--- src/rtl/glitch_filter.sv ---
module glitch_filter #(
  parameter int NCH      = 4,
  parameter int SHORT_N  = 5,
  parameter int MID_N    = 257,
  parameter int LONG_N   = 256,
  parameter int PRESCALE = 400
) (
  input  logic             clk,
  input  logic             rst_n,
  input  logic [NCH-1:0]   raw_in,
  input  logic [2*NCH-1:0] mode,
  output logic [NCH-1:0]   filt_out
);
  localparam int MAXN = (MID_N > LONG_N) ? ((MID_N > SHORT_N) ? MID_N : SHORT_N)
                                         : ((LONG_N > SHORT_N) ? LONG_N : SHORT_N);
  localparam int CW = $clog2(MAXN + 1);
  localparam int PW = $clog2(PRESCALE + 1);

  logic [PW-1:0]    pcnt;
  logic             tick;
  logic [NCH-1:0]   s1, s2;
  logic [2*NCH-1:0] mprev;

  assign tick = (pcnt == PW'(PRESCALE - 1));

  always_ff @(posedge clk) begin
    if (!rst_n) begin
      pcnt  <= '0;
      s1    <= '0;
      s2    <= '0;
      mprev <= '0;
    end else begin
      pcnt  <= tick ? '0 : pcnt + 1'b1;
      s1    <= raw_in;
      s2    <= s1;
      mprev <= mode;
    end
  end

  for (genvar g = 0; g < NCH; g++) begin : g_ch
    logic [1:0]    m;
    logic [CW-1:0] thr, cnt;
    logic          en, q;

    assign m  = mode[2*g +: 2];
    assign en = (m == 2'b11) ? tick : 1'b1;
    assign filt_out[g] = q;

    always_comb begin
      case (m)
        2'b01:   thr = CW'(SHORT_N);
        2'b10:   thr = CW'(MID_N);
        default: thr = CW'(LONG_N);
      endcase
    end

    always_ff @(posedge clk) begin
      if (!rst_n) begin
        q   <= 1'b0;
        cnt <= '0;
      end else if (m == 2'b00) begin
        q   <= s2[g];
        cnt <= '0;
      end else if (m != mprev[2*g +: 2]) begin
        cnt <= '0;
      end else if (en) begin
        if (s2[g] == q) begin
          cnt <= '0;
        end else if (cnt == thr - 1'b1) begin
          q   <= ~q;
          cnt <= '0;
        end else begin
          cnt <= cnt + 1'b1;
        end
      end
    end
  end
endmodule


--- config.mk ---
export PLATFORM = sky130hd
export DESIGN_NAME = glitch_filter
export DESIGN_NICKNAME = d
export VERILOG_FILES = /design/src/rtl/glitch_filter.sv
export SDC_FILE = /design/constraint.sdc
export NUM_CORES = 1
export LEC_CHECK = 0
export ABC_AREA = 1
export BUFFER_PORTS_ARGS = -buffer_cell sky130_fd_sc_hd__buf_2
export CAP_MARGIN = 25
export CORE_UTILIZATION = 51
export CTS_CLUSTER_DIAMETER = 80
export DETAILED_ROUTE_END_ITERATION = 7
export PLACE_DENSITY = 0.68
export SETUP_SLACK_MARGIN = 0.15
export SYNTH_ARGS = -nofsm -noshare
export SYNTH_HDL_FRONTEND = slang
export SYNTH_SLANG_ARGS = --single-unit
--- constraint.sdc ---
create_clock -name clk -period 2 [get_ports clk]
set_input_delay 0.6 -clock clk [delete_from_list [all_inputs] [get_ports clk]]
set_output_delay 0.6 -clock clk [all_outputs]
set_load 0.02 [all_outputs]
==> out/metrics.cfg, run 1 <==
[worst_setup_path]
crit_type = reg2reg
arrival_ns = 1.97
critPathMaxFanout = 19
worstPathRequired_ns = 2.23
critPathLaunchType = flip-flop
timing.rr.start = pcnt[0]$_SDFF_PP0_
crit_start = pcnt[0]$_SDFF_PP0_
end_kind = flip-flop

[route]
vias = 3429
drc = 0
wl_per_cell_um = 10.4
first_pass_iters = 5
ant_nets = 0
drt-total-wl_um = 7460
drt_iter0_drc = 147
via_per_inst = 4.78

[floorplan]
ios = 18
rows = 31
die_height_um = 88.4
start_util_pct = 52.5
die_w_um = 88.4
die_area_um2 = 7820
core_area_um2 = 7250

[global_routing]
grt_use_total_pct = 20.8
globalRouteMet3Util_pct = 5.32
grt_max_degree = 20
grt_remaining_overflow = 0
grt_use_met2_pct = 34.7
use_met1_pct = 26.3
grt_pass1_wl_um = 12900
antenna_found_initial = 0
grt-busiest-layer = met2
grt_pass1_vias = 3097

[synthesis]
syn_area_um2 = 3810
async_reset_ff_share_pct = 0
yosys_warnings = 0
yosys.area_share.simple_pct = 36.1
synth_flop_cell = dfxtp_1
ys_seq_area_share_pct = 34.2
synthAdderAreaFrac_pct = 5.59
synth_mux_area_share_pct = 0
ys_ff_latch = 65
yosysTopAreaCell = dfxtp_1
synth_top_family_by_area = simple AND/OR/NAND/NOR gates
synthTopCellsByArea = dfxtp_1 34%, nand2_1 16%, inv_1 11%
synthXorXnorAreaFrac_pct = 3.22
synth_compound_area_share_pct = 7.39
netlist_instances = 584
synth_edf_count = 0
syn_area_per_cell_um2 = 6.52
yosysTopAreaCellShare_pct = 34.2
synth_common_cells = 164 x nand2_1, 108 x inv_1, 68 x nor2_1, 65 x dfxtp_1, 35 x nand3_1
synthDistinctLibCells = 29
synth_most_common_cell = nand2_1
synth_fp_nets = 615

[power]
pwr-share-clk_pct = 41.5
p_per_area_nw_per_um2 = 647
p_leak_nw = 2.02
p_sw_share_pct = 25.0
intPower_mw = 2.07
seq_power_share_pct = 48.8
combPwrFrac_pct = 9.7
switchingPower_uw = 690
max-vdd-ir-drop_uv = 329

[final_layout]
diodes = 0
syn_to_final_growth_pct = 11.8
final_cells = 717
fillers = 705
nets = 644
layout-drive-gt1-share_pct = 11.8

[clocking]
ctsHoldBuffers = 0
cts_setup_buffers = 0
cts_buffers = 9
clock-sinks = 65
cts.path.max_buffers = 2
clk_pin_slew_ns = 0.07
cts_root_buf = clkbuf_8
cts_tree = done
clk_latency_ns = 0.34
h-tree-depth = 3

[place]
dp_hpwl_um = 5570
numPortBuffers = 17
placed_cells = 701
gp_congestion = 0.850

[timing]
period_share_pct = 86.9
holdWs_ns = 0.413
tightest_slew_ns = 0.369
max_freq_mhz = 575
rsz0062_at_grt = no
slew_headroom_pct = 75.2
clock_skew_ns = 0.0113
post-route-min-period_ns = 1.74
finalSetupViolCount = 0
finalHoldViolCount = 0
slew_violations = 0

[flow_run]
cap_violations = 0

[min_path]
hp-class = reg2reg
hold_start = s1[2]$_SDFF_PN0_

[status]
status = completed

-- stage by stage --
step / utilization, % / area [µm²] / setup slack (ns) / TNS, ns / power, mW
3_5_place_dp: 55.4 / 4020 / -0.0396 / -0.205 / 1.64
5_1_grt: 58.7 / 4260 / 0.157 / 0 / 2.88
3_3_place_gp: 55.4 / 4020 / -0.0161 / -0.0629 / 1.63
4_1_cts: 58.2 / 4220 / 0.195 / 0 / 2.78
2_1_floorplan: - / 3810 / 0.313 / 0 / 1.57
6_report: 58.7 / 4260 / 0.262 / 0 / 2.76
-- cell usage in the layout (no fill, tap or decap), drive strengths merged --
cell type  count
inv          109
a21boi         1
bufinv         1
dfxtp         65
clkinv         4
nor3b          2
nand4         10
nand2        174
ha            17
nand3         39
a21oi         35
nor3          11
nor2          70
clkbuf        11
buf           31
or2            1
xor2          14
nand3b         8
o21ai         11
a31oi          4
-- layer usage --
metal  part of all wire [%]  up-vias
met5                      0        -
met4                    1.3        0
met3                    3.7       11
met2                     46       60
met1                     49     1510
li1                       -     1848
-- power by group through the flow --
stage | combinational [mW] | clock (mW) | sequential [mW]
2_1_floorplan | 0.199 | 0 | 1.37
3_3_place_gp | 0.256 | 0 | 1.37
6_report | 0.268 | 1.14 | 1.34
4_1_cts | 0.264 | 1.18 | 1.34
3_5_place_dp | 0.263 | 0 | 1.37
5_1_grt | 0.307 | 1.23 | 1.35
-- critical path, stage by stage (launching register included) --
cell     delay [ns]
dfxtp_1        0.37
ha_1           0.22
nand3_2        0.11
nor2_4         0.16
nand2_8        0.16
buf_4          0.22
a21oi_1        0.12
nand2_1        0.07
a21oi_1        0.13
nor2_1         0.06
-- final cells by class --
type                       count  area, µm²  area share [%]
tap                           99        124            2.91
inverter                     109        409            9.61
timing repair buffer          31        190            4.47
clock buffer                  11        151            3.56
clock inverter                 5       53.8            1.26
sequential                    65       1300            30.6
multi-input combinational    397       2030            47.6
-- final timing paths --
path                             to  slack [ns]  cells past startpoint
max          g_ch[2].q$_SDFFE_PN0P_        0.26                      9
min                s2[2]$_SDFF_PN0_        0.41                      2
max reg2reg  g_ch[2].q$_SDFFE_PN0P_        0.26                      9
min reg2reg        s2[2]$_SDFF_PN0_        0.41                      2
-- repair_timing --
item	in CTS	in global routing
hold endpoints to repair	0	0
resized for setup	0	7
setup endpoints to repair	0	22
-- flip-flops by register name, indices dropped and copies added, names as in the netlist --
signal    count
g_ch.cnt     36
g_ch.q        4
s2            4
mprev         8
s1            4
pcnt          9
-- cell families after synthesis --
group	after synthesis
flops	65
compound gates	51
fa+ha+maj	17
buf+inv	122
xor+xnor	14
simple gates	315
(Power assumes the default switching activity.)
==> run 2: changes to the inputs <==
Settings changed: CORE_ASPECT_RATIO set to 0.7.
==> out/metrics.cfg, run 2 (synthesized netlist as in run 1, its figures left out) <==
[route]
drt_iter0_drc = 137
vias = 3445
via_per_inst = 4.86
drt-total-wl_um = 7840
wl_per_cell_um = 11.1
ant_nets = 0
drc = 0
first_pass_iters = 4

[place]
placed_cells = 694
numPortBuffers = 17
gp_congestion = 0.870
dp_hpwl_um = 5740
dpl_cell_area_um2 = 4000

[clocking]
clk_pin_slew_ns = 0.07
cts.path.max_buffers = 2
h-tree-depth = 3
clock-sinks = 65
cts_tree = done
ctsHoldBuffers = 0
cts_root_buf = clkbuf_8
clk_latency_ns = 0.35
cts_buffers = 9

[final_layout]
final_cell_area_um2 = 4230
final_cells = 709
syn_to_final_growth_pct = 11.2
fillers = 656
regMostFlops = g_ch.cnt
nets = 642
layout-drive-gt1-share_pct = 11.4
diodes = 0
largest_reg_flops = 36
multi_input_area_um2 = 2020
seqCellArea_um2 = 1300
reg.largest.list = g_ch.cnt (36), pcnt (9), mprev (8)
final_common_cell = nand2_1
final_util_pct = 60.7
mostFrequentLayoutCells = 162 x nand2_1, 108 x inv_1, 68 x nor2_1

[worst_setup_path]
crit_type = reg2reg
critPathMaxFanout = 21
critPathLaunchType = flip-flop
arrival_ns = 2.01
end_kind = flip-flop
worstPathRequired_ns = 2.25

[global_routing]
use_met1_pct = 27.2
grt-busiest-layer = met2
grt_pass1_wl_um = 13100
antenna_found_initial = 0
grt_use_total_pct = 21.2
globalRouteMet3Util_pct = 6.40
grt_max_degree = 22
grt_use_met2_pct = 34.8
grt_pass1_vias = 3043
grt_remaining_overflow = 0

[floorplan]
core_area_um2 = 6980
ios = 18
rows = 25
die_height_um = 74.3
start_util_pct = 54.6
die_w_um = 105
die_area_um2 = 7820

[timing]
tightest_slew_ns = 0.400
slew_headroom_pct = 73.1
post-route-min-period_ns = 1.76
period_share_pct = 87.9
finalSetupViolCount = 0
finalHoldViolCount = 0
rsz0062_at_grt = yes
slew_violations = 0
max_freq_mhz = 569
holdWs_ns = 0.421
clock_skew_ns = 0.00687

[min_path]
hp-class = reg2reg

[power]
p_per_area_nw_per_um2 = 665
max-vdd-ir-drop_uv = 523
p_leak_nw = 2.03

[status]
status = completed

[flow_run]
cap_violations = 0

-- run 2: timing repair --
| action | 4_1_cts | 5_1_grt |
|---|---|---|
| endpoints found under the setup margin | 0 | 19 |
| hold endpoints to repair | 0 | 0 |
| resized for setup | 0 | 6 |
| buffers inserted | 0 | 0 |
-- run 2: area by class of cell --
cell class                      instances  area share (%)
Timing Repair Buffer                   29            4.14
Sequential cell                        65            30.7
Clock buffer                           13            4.23
Clock inverter                          2           0.827
Tap cell                               94            2.78
Multi-Input combinational cell        397            47.6
Inverter                              109            9.66
-- run 2: layer usage --
layer | share of wire [%] | vias up
met5 | 0 | -
met4 | 1.3 | 0
met3 | 4.5 | 12
met2 | 43 | 54
met1 | 52 | 1528
li1 | - | 1851
-- run 2: worst paths after layout --
kind | startpoint | endpoint | slack [ns] | cells after the start
max | pcnt[0]$_SDFF_PP0_ | g_ch[1].q$_SDFFE_PN0P_ | 0.24 | 9
min reg2reg | s1[2]$_SDFF_PN0_ | s2[2]$_SDFF_PN0_ | 0.42 | 2
max reg2reg | pcnt[0]$_SDFF_PP0_ | g_ch[1].q$_SDFFE_PN0P_ | 0.24 | 9
min | s1[2]$_SDFF_PN0_ | s2[2]$_SDFF_PN0_ | 0.42 | 2
-- run 2: where the power goes --
group	switching [mW]	internal (mW)
Combinational	0.169	0.101
Sequential	0.0200	1.32
Clock	0.499	0.703
Total	0.688	2.13
-- run 2: stage by stage --
step           setup TNS (ns)  setup WS, ns  power [mW]
3_3_place_gp          -0.0407       -0.0135        1.63
5_1_grt                     0         0.125        2.94
4_1_cts                     0         0.203        2.84
6_report                    0         0.242        2.82
2_1_floorplan               0         0.313        1.57
3_5_place_dp           -0.173       -0.0331        1.64
-- run 2: worst max-delay path, cell delays in order (launching register included) --
cell	delay, ns
dfxtp_1	0.36
ha_1	0.21
nand3_2	0.12
nor2_4	0.13
nand2_4	0.21
buf_4	0.25
a21oi_2	0.10
nand2_1	0.08
a21oi_1	0.13
nor2_1	0.06
